**config.mk**
```make
export PLATFORM = sky130hd
export DESIGN_NAME = burst_port_addr
export DESIGN_NICKNAME = d
export VERILOG_FILES = /design/src/rtl/burst_pkg.sv /design/src/rtl/burst_ctrl_decode.sv /design/src/rtl/burst_addr_reg.sv /design/src/rtl/burst_read_path.sv /design/src/rtl/burst_port_addr.sv
export SDC_FILE = /design/constraint.sdc
export NUM_CORES = 1
export LEC_CHECK = 0
export BUFFER_PORTS_ARGS = -buffer_cell sky130_fd_sc_hd__buf_2
export CAP_MARGIN = 20
export CELL_PAD_IN_SITES_DETAIL_PLACEMENT = 1
export CELL_PAD_IN_SITES_GLOBAL_PLACEMENT = 1
export CORE_ASPECT_RATIO = 0.5
export CORE_MARGIN = 4
export CORE_UTILIZATION = 33
export DETAILED_ROUTE_END_ITERATION = 16
export PLACE_DENSITY = 0.83
export RECOVER_POWER = 25
export SLEW_MARGIN = 10
export SYNTH_ARGS = -nofsm -noshare
export SYNTH_HDL_FRONTEND = slang
export SYNTH_SLANG_ARGS = --single-unit
```
**constraint.sdc**
```tcl
create_clock -name clk -period 1.91 [get_ports clk]
set_input_delay 0.382 -clock clk [delete_from_list [all_inputs] [get_ports clk]]
set_output_delay 0.382 -clock clk [all_outputs]
set_load 0.02 [all_outputs]
```
**src/rtl/burst_pkg.sv**
```systemverilog
// Package: shared types for the burst address port.
// Assumes: nothing beyond IEEE 1800-2017.
package burst_pkg;

    // Counter action picked for one clock edge, after priority is applied.
    typedef enum logic [1:0] {
        ACT_HOLD  = 2'd0,
        ACT_INCR  = 2'd1,
        ACT_LOAD  = 2'd2,
        ACT_CLEAR = 2'd3
    } cnt_act_e;

endpackage

```
**src/rtl/burst_ctrl_decode.sv**
```systemverilog
// Module: burst_ctrl_decode
// Turns the three active-low counter controls into one action.
// Priority: clear over load, load over increment, increment over hold.
// Assumes: the controls are stable around the rising clock edge.
module burst_ctrl_decode
    import burst_pkg::*;
(
    input  logic     cnt_clr_n,
    input  logic     ld_n,
    input  logic     inc_n,
    output cnt_act_e act
);

    // Priority encoder of the counter controls.
    always_comb begin
        if (!cnt_clr_n)  act = ACT_CLEAR;
        else if (!ld_n)  act = ACT_LOAD;
        else if (!inc_n) act = ACT_INCR;
        else             act = ACT_HOLD;
    end

endmodule

```
**src/rtl/burst_addr_reg.sv**
```systemverilog
// Module: burst_addr_reg
// Holds the internal address and applies the decoded action each edge.
// Increment wraps from all ones to zero through the natural width.
// Assumes: synchronous active-low reset, rising-edge clock.
module burst_addr_reg
    import burst_pkg::*;
#(
    parameter int AW = 14
) (
    input  logic          clk,
    input  logic          rst_n,
    input  cnt_act_e      act,
    input  logic [AW-1:0] ext_addr,
    output logic [AW-1:0] addr
);

    localparam logic [AW-1:0] ONE = AW'(1);

    logic [AW-1:0] addr_q;
    logic [AW-1:0] addr_nxt;

    // Next-address selection from the action.
    always_comb begin
        unique case (act)
            ACT_CLEAR: addr_nxt = '0;
            ACT_LOAD:  addr_nxt = ext_addr;
            ACT_INCR:  addr_nxt = addr_q + ONE;
            default:   addr_nxt = addr_q;
        endcase
    end

    // Address register with synchronous reset.
    always_ff @(posedge clk) begin
        if (!rst_n) addr_q <= '0;
        else        addr_q <= addr_nxt;
    end

    assign addr = addr_q;

endmodule

```
**src/rtl/burst_read_path.sv**
```systemverilog
// Module: burst_read_path
// Read data output stage: flow-through, or one register stage when
// pipe_mode is 1. PIPE_EN=0 builds the flow-through path only.
// Output lines read zero while drive is low.
// Assumes: pipe_mode is static configuration; rd_data matches the
// address currently held by the counter.
module burst_read_path #(
    parameter int DW      = 9,
    parameter bit PIPE_EN = 1'b1
) (
    input  logic          clk,
    input  logic          rst_n,
    input  logic          pipe_mode,
    input  logic          drive,
    input  logic [DW-1:0] rd_data,
    output logic [DW-1:0] dout,
    output logic          dout_valid
);

    logic [DW-1:0] sel_data;
    logic          sel_valid;

    generate
        if (PIPE_EN) begin : g_pipe
            logic [DW-1:0] pipe_q;
            logic          vld_q;

            // Pipeline register and its valid flag.
            always_ff @(posedge clk) begin
                if (!rst_n) begin
                    pipe_q <= '0;
                    vld_q  <= 1'b0;
                end else begin
                    pipe_q <= rd_data;
                    vld_q  <= 1'b1;
                end
            end

            // Mode selection between registered and direct data.
            always_comb begin
                sel_data  = pipe_mode ? pipe_q : rd_data;
                sel_valid = pipe_mode ? vld_q  : 1'b1;
            end
        end else begin : g_flow
            // Direct path only.
            always_comb begin
                sel_data  = rd_data;
                sel_valid = 1'b1;
            end
        end
    endgenerate

    // Output gating by the drive enable.
    always_comb begin
        dout       = drive ? sel_data : '0;
        dout_valid = sel_valid;
    end

endmodule

```
**src/rtl/burst_port_addr.sv**
```systemverilog
// Module: burst_port_addr (top)
// One memory port's address counter and read output stage. Counter
// controls ignore the chip enables; only the data drive uses them.
// Assumes: rd_data comes from an array addressed by addr, combinationally.
module burst_port_addr #(
    parameter int AW      = 14,
    parameter int DW      = 9,
    parameter bit PIPE_EN = 1'b1
) (
    input  logic          clk,
    input  logic          rst_n,
    input  logic          pipe_mode,
    input  logic          cnt_clr_n,
    input  logic          ld_n,
    input  logic          inc_n,
    input  logic [AW-1:0] ext_addr,
    input  logic          ce_lo_n,
    input  logic          ce_hi,
    input  logic          oe_n,
    input  logic          rd_wr,
    input  logic [DW-1:0] rd_data,
    output logic [AW-1:0] addr,
    output logic [DW-1:0] dout,
    output logic          dout_en,
    output logic          dout_valid
);

    import burst_pkg::*;

    cnt_act_e act;
    logic     drive;

    // Read drive qualification from enables and direction.
    always_comb drive = !ce_lo_n && ce_hi && !oe_n && rd_wr;

    burst_ctrl_decode u_dec (
        .cnt_clr_n (cnt_clr_n),
        .ld_n      (ld_n),
        .inc_n     (inc_n),
        .act       (act)
    );

    burst_addr_reg #(.AW(AW)) u_cnt (
        .clk      (clk),
        .rst_n    (rst_n),
        .act      (act),
        .ext_addr (ext_addr),
        .addr     (addr)
    );

    burst_read_path #(.DW(DW), .PIPE_EN(PIPE_EN)) u_out (
        .clk        (clk),
        .rst_n      (rst_n),
        .pipe_mode  (pipe_mode),
        .drive      (drive),
        .rd_data    (rd_data),
        .dout       (dout),
        .dout_valid (dout_valid)
    );

    assign dout_en = drive;

endmodule

```
# Word-level counts from Yosys, hierarchy flattened
# Index checks and enable logic that the tools add are counted.
[word_totals]
reg_bits = 24
wordCells = 21
output_inout_bits = 25
inputBits = 33
[op_classes]
eq_ne = 3
n_reduce_logical = 6
mux = 8
addsub = 1
[ops]
columns = ["op", "count"]
rows = [
  ["$pmux 14 s3", 1],
  ["$mux 9", 2],
  ["$add 14x1->14 const B", 1],
  ["$eq 2x2->1 const B", 2],
  ["$mux 2", 2],
  ["$logic_and 1x1->1", 3],
  ["$mux 1", 3],
  ["$reduce_bool 3->1", 1],
  ["$eq 2x1->1 const B", 1],
  ["$logic_not 1->1", 2],
]

# Depth between registers and ports, before layout
# Gate-level depths: netlist (run 1).
[logic_depth]
depth_word = 5
ltp_mapped = 5
depth_no_buf = 5

# Hierarchy
# Synthesis (run 1) repeated with hierarchy kept, for this count alone.
[unflattened]
cells_unflattened = 158
area_unflattened_um2 = 1368.8
[modules_own_cells]
columns = ["mod", "seq_area_each_um2", "instances", "cells_each", "area_per_inst_um2"]
rows = [
  ["burst_addr_reg", 280.3, 1, 115, 919.6],
  ["burst_read_path", 200.2, 1, 39, 420.4],
  ["burst_ctrl_decode", 0.0, 1, 3, 16.3],
  ["burst_port_addr", 0.0, 1, 1, 12.5],
]

# Worst setup path before layout (run 1)
# Ideal clock, no wire load.
[synth_timing]
path_kind = "register to register"
start = "register u_cnt.addr_q[0], in the netlist u_cnt.addr[0]"
end = "register u_cnt.addr_q[2], in the netlist u_cnt.addr[2]"
setup_slack_ns = 0.334
path_buffers = 0
required_ns = 1.824
t_arrival_ns = 1.491
path_stages_with_launch = 5
period_less_slack_ns = 1.576
setup_ns = 0.086
path_cell_list = "dfxtp_1 ha_1 a21bo_2 mux2_2 a211oi_1"
[synth_between]
elab_chain_cells = 2
[synth_lines]
columns = ["item", "line_no", "text"]
rows = [
  ["start, declared", "burst_addr_reg.sv:19", "logic [AW-1:0] addr_q;"],
  ["start signal, assigned", "burst_addr_reg.sv:35", "else addr_q <= addr_nxt;"],
  ["$add 14x1->14", "burst_addr_reg.sv:27", "ACT_INCR: addr_nxt = addr_q + ONE;"],
  ["$pmux 14 s3", "burst_addr_reg.sv:24", "unique case (act)"],
]
# No other way between the ends.
# A chain may end at the register's enable or synchronous reset.

# Worst setup path in the final report (run 1)
[layout_timing]
start = "input oe_n"
end = "output dout[3]"
[layout_between]
elab_chain_cells = 4
[layout_lines]
columns = ["item", "line_no", "text"]
rows = [
  ["start, declared", "burst_port_addr.sv:19", "input logic oe_n,"],
  ["$logic_not 1->1", "burst_port_addr.sv:34", "always_comb drive = !ce_lo_n && ce_hi && !oe_n && rd_wr;"],
  ["$logic_and 1x1->1 (2 in a row)", "burst_port_addr.sv:34", ""],
  ["$mux 9", "burst_read_path.sv:55", "dout = drive ? sel_data : '0;"],
  ["end, declared", "burst_port_addr.sv:23", "output logic [DW-1:0] dout,"],
]
# No other way between the ends.

==> results.cfg, run 1 <==
[worst_setup_path]
critPathRequiredTime_ps = 1530
cp.arrival_ps = 1330
crit_fanout = 10
cpPeakStageDelay_ps = 450
crit_chain = buf_2, nand4bb_1, nor2_1, buf_2
endpoint_kind = output port
crit_top_cell = buf_2
crit_buf_inv = 2
cp_top_family = simple AND/OR/NAND/NOR gates
crit_type = input pin to output port
worstSetupStartpointType = input pin
slowest_stage = nand4bb_1

[run_status]
status = finished, final reports clean

[grt]
antenna_found_initial = 0
grt_pass1_wl_um = 6580
grtUsageTotal_pct = 15.6
grtUsageMet2_pct = 26.7
grt_max_degree = 19
grt_util_met3_pct = 3.55
grt-ovfl-total = 0
met1_usage_pct = 20.2
grt_pass1_vias = 1337
grt_busiest_layer = met2

[clocking]
cts_setup_buffers = 0
cts_sinks = 24
cts_tree = built
cts_buffers = 3
clock_latency_ps = 270
htreeDepth = 1
cts-root-buf = clkbuf_8
hold_buffers = 0
post_cts_resized = 0
cts.clk_slew.worst_paths_ps = 90
clk_path_buf_depth = 2

[place]
gp_congestion = 0.831
post-place-cells = 258
hpwl_um = 2940
port_buffers = 57

[run]
drv_cap = 0

[cells_and_area]
seq_area_um2 = 480
final_common_cell = buf_2
fillCellCount = 503
area_delta_synth_final_pct = 29.1
mostFrequentLayoutCells = buf_2 (56), dfxtp_1 (24), nor2_1 (16)
num_antenna_cells = 0
multiInputGateArea_um2 = 778
drive_above_1_share_pct = 33.7
fin_util_pct = 44.1
fin_cells = 262
nets = 243

[floorplanning]
dieWidth_um = 98.0
fp.dieH_um = 53.0
die-area_um2 = 5190
ios = 58
rows = 16
start_util_pct = 34.2
coreArea_um2 = 3900

[power_and_ir_drop]
ir_worst_vdd_mv = 0.263
p_per_area_nw_per_um2 = 676
power_leakage_uw = 0.000761

[route]
routed_wirelength_um = 3960
dr.pass1.iters = 4
ant_nets = 0
route.detailed.drc = 0
drt-initial-drc-count = 63
wl_per_cell_um = 15.1
vias = 1354
via_per_inst = 5.17

[timing]
setup_viol = 0
fin_setup_tns_ps = 0
fmax_mhz = 583
slew_headroom_pct = 65.9
hold_viol = 0
whs_ps = 324
report.final.slew_viol_count = 0
tightest_slew_ps = 512
rsz0062_at_grt = no
period_share_pct = 89.8
period_minus_slack_ps = 1720
finClkSkew_ps = 6.32

[yosys]
synth_cell_types = 40
ys_warn_count = 0
async_reset_ff_share_pct = 0
ys_seq_area_share_pct = 36.0
synth_flop_cell = dfxtp_1
syn_nets = 185
synth_cells = 151
syn_avg_cell_area_um2 = 8.84
syn-cell-area_um2 = 1340
synth_edf_count = 0
ys_seq_elements = 24

[worst_hold_path]
min_path_type = input pin to flop
[kinds of logic after synthesis]
| logic type | Yosys count | share of synthesized area [%] |
|---|---|---|
| AND/OR/NAND/NOR | 61 | 25.9 |
| AO/OA/AOI/OAI | 35 | 18.5 |
| flip-flops | 24 | 36.0 |
| buffers and inverters | 12 | 5.72 |
| multiplexers | 12 | 9.09 |
| XOR/XNOR | 6 | 3.94 |
| adder cells (fa/ha/maj) | 1 | 0.937 |
[layer usage]
metal	vias to the layer above	part of all wire [%]	routed length, µm
met1	645	47	1850
met3	4	5.8	230
met4	0	1.1	44
li1	666	-	-
met2	39	46	1830
met5	-	0	0
[worst register-to-register path, stage by stage, from the launching register on]
cell     delay (ps)
dfxtp_1         460
nand4_1         260
nor4_1          420
xnor2_1         180
a21oi_2          70
[worst paths after layout]
path | end | cells past startpoint | slack, ps | startpoint
min | u_out.g_pipe.pipe_q[7] | 2 | 320 | rd_data[7]
max | dout[3] | 4 | 190 | oe_n
min reg2reg | u_cnt.addr[4] | 2 | 580 | u_cnt.addr[4]
max reg2reg | u_cnt.addr[13] | 4 | 410 | u_cnt.addr[7]
[stage by stage]
step	area, µm²	power, µW	worst slack (ps)
2_1_floorplan	1340	652	334
3_3_place_gp	1660	718	265
3_5_place_dp	1660	726	187
4_1_cts	1730	1190	188
5_1_grt	1720	1220	21.8
6_report	1720	1160	194
[synthesized netlist by cell type (2+ instances only)]
cell / n / area (µm²)
dfxtp_1: 24 / 480
nand3b_1: 5 / 37.5
clkbuf_1: 3 / 11.3
a21oi_1: 8 / 40.0
nor3_1: 2 / 10.0
clkbuf_8: 3 / 41.3
nor2b_1: 2 / 12.5
nand4_1: 3 / 18.8
mux2i_1: 11 / 110
a211oi_1: 4 / 30.0
and2_1: 12 / 75.1
xor2_1: 3 / 26.3
a311oi_1: 3 / 26.3
nand3_1: 5 / 25.0
o211ai_1: 4 / 30.0
nand2_1: 7 / 26.3
nor2_1: 16 / 60.1
o21ai_0: 7 / 35.0
inv_1: 4 / 15.0
xnor2_1: 3 / 26.3
nand2b_1: 3 / 18.8
[final cells by class]
type	count	area share [%]
multi-input combinational	115	45.2
sequential	24	27.9
timing repair buffer	61	18.0
tap	54	3.92
clock buffer	3	2.40
clock inverter	1	1.74
inverter	4	0.871
[sequential cells by signal (all words and copies together) (netlist names)]
| register | count |
|---|---|
| u_out.g_pipe.vld_q | 1 |
| u_out.g_pipe.pipe_q | 9 |
| u_cnt.addr | 14 |
[report_power, final]
part	internal (µW)	switching, µW
clock	280	172
sequential	521	14.6
combinational	77.4	99.6
total	879	286
Power figures use the tool's default switching activity.
==> run 2: changes to the inputs <==
--- a/config.mk
+++ b/config.mk
@@ -7,13 +7,11 @@
 export LEC_CHECK = 0
 export BUFFER_PORTS_ARGS = -buffer_cell sky130_fd_sc_hd__buf_2
 export CAP_MARGIN = 20
-export CELL_PAD_IN_SITES_DETAIL_PLACEMENT = 1
-export CELL_PAD_IN_SITES_GLOBAL_PLACEMENT = 1
 export CORE_ASPECT_RATIO = 0.5
 export CORE_MARGIN = 4
-export CORE_UTILIZATION = 33
+export CORE_UTILIZATION = 47
 export DETAILED_ROUTE_END_ITERATION = 16
-export PLACE_DENSITY = 0.83
+export PLACE_DENSITY = 0.84
 export RECOVER_POWER = 25
 export SLEW_MARGIN = 10
 export SYNTH_ARGS = -nofsm -noshare
==> results.cfg, run 2 (same netlist as run 1, synthesis figures left out) <==
[route]
vias = 1353
drt-initial-drc-count = 86
via_per_inst = 5.52
dr.pass1.iters = 4
ant_nets = 0
wl_per_cell_um = 14.3
route.detailed.drc = 0
routed_wirelength_um = 3500

[power_and_ir_drop]
power_leakage_uw = 0.000762
pwr-share-comb_pct = 15.0
p_per_area_nw_per_um2 = 681
swShare_pct = 24.1
clock_power_share_pct = 38.8
p_sw_uw = 280
power.share.sequential_pct = 46.3
ir_worst_vdd_mv = 0.280
internal-power_uw = 879

[clocking]
post_cts_resized = 0
cts_buffers = 3
hold_buffers = 0
htreeDepth = 1
clock_latency_ps = 270
cts_tree = built
cts_setup_buffers = 0
cts_sinks = 24
clk_path_buf_depth = 2
cts-root-buf = clkbuf_8
cts.clk_slew.worst_paths_ps = 80

[grt]
grtUsageTotal_pct = 18.1
grt_pass1_wl_um = 5440
grt_pass1_vias = 1254
antenna_found_initial = 0
grt-ovfl-total = 0
grt_max_degree = 21

[worst_setup_path]
endpoint_kind = output port
worstSetupStartpointType = input pin
critPathRequiredTime_ps = 1530
crit_fanout = 10
cp.arrival_ps = 1280
cpPeakStageDelay_ps = 420
crit_top_cell = buf_2
crit_chain = buf_2, nand4bb_1, nor2_1, buf_2
rr_startpoint = u_cnt.addr[3]
critPathLaunch = oe_n
crit_type = input pin to output port
cp_top_family = simple AND/OR/NAND/NOR gates
crit_buf_inv = 2
slowest_stage = nand4bb_1

[cells_and_area]
final_common_cell = buf_2
fillCellCount = 235
area_delta_synth_final_pct = 27.5
nets = 243
fin_cells = 245
largest_reg_flops = 14
drive_above_1_share_pct = 33.7
num_antenna_cells = 0
fin_util_pct = 64.2
mostFrequentLayoutCells = buf_2 (56), dfxtp_1 (24), nor2_1 (16)

[floorplanning]
die-area_um2 = 3810
coreArea_um2 = 2650
dieWidth_um = 83.4
start_util_pct = 50.4
fp.dieH_um = 45.7
ios = 58
rows = 13

[worst_hold_path]
min_path_type = input pin to flop
hold_path.startpoint = rd_data[7]

[run]
drv_cap = 0

[place]
post-place-cells = 241
gp_congestion = 0.776
port_buffers = 57
hpwl_um = 2570

[timing]
whs_ps = 324
report.final.slew_viol_count = 0
fin_setup_tns_ps = 0
slew_headroom_pct = 66.4
finClkSkew_ps = 3.28
rsz0062_at_grt = no
fmax_mhz = 602
setup_viol = 0
hold_viol = 0
tightest_slew_ps = 504
period_share_pct = 87.0
period_minus_slack_ps = 1660

[run_status]
status = finished, final reports clean
-- run 2: metal layers --
layer	share of wire, %	vias to the layer above	GRT usage [%]	wire, µm
li1	-	657	-	-
met1	41	614	18.5	1440
met2	48	65	35.7	1690
met3	8.4	17	6.50	293
met4	2.5	0	6.19	86
met5	0	-	0	0
-- run 2: stage by stage --
stage,total power [µW],instance area (µm²),setup slack (ps)
3_5_place_dp,721,1640,248
4_1_cts,1160,1710,244
2_1_floorplan,652,1340,334
5_1_grt,1200,1700,99.6
6_report,1160,1700,249
3_3_place_gp,715,1640,299
-- run 2: cell type report --
cell class / instances / area, µm² / area share, %
tap: 37 / 46.3 / 2.72
clock buffer: 3 / 41.3 / 2.43
timing repair buffer: 61 / 310 / 18.2
multi-input combinational: 115 / 778 / 45.7
sequential: 24 / 480 / 28.2
inverter: 4 / 15.0 / 0.882
clock inverter: 1 / 30.0 / 1.76
-- run 2: worst paths after layout --
| check | end | slack (ps) | cells after the start |
|---|---|---|---|
| worst max-delay path | dout[2] | 250 | 4 |
| worst min-delay path | u_out.g_pipe.pipe_q[7] | 320 | 2 |
| worst max register to register | u_cnt.addr[11] | 420 | 4 |
| worst min register to register | u_cnt.addr[4] | 570 | 2 |
-- run 2: power groups by stage --
stage | Clock (µW) | Sequential, µW | Combinational, µW
finish | 449 | 536 | 174
floorplan | 0 | 559 | 93.5
CTS | 454 | 535 | 175
global route | 478 | 539 | 189
global placement | 0 | 546 | 169
detailed placement | 0 | 547 | 174
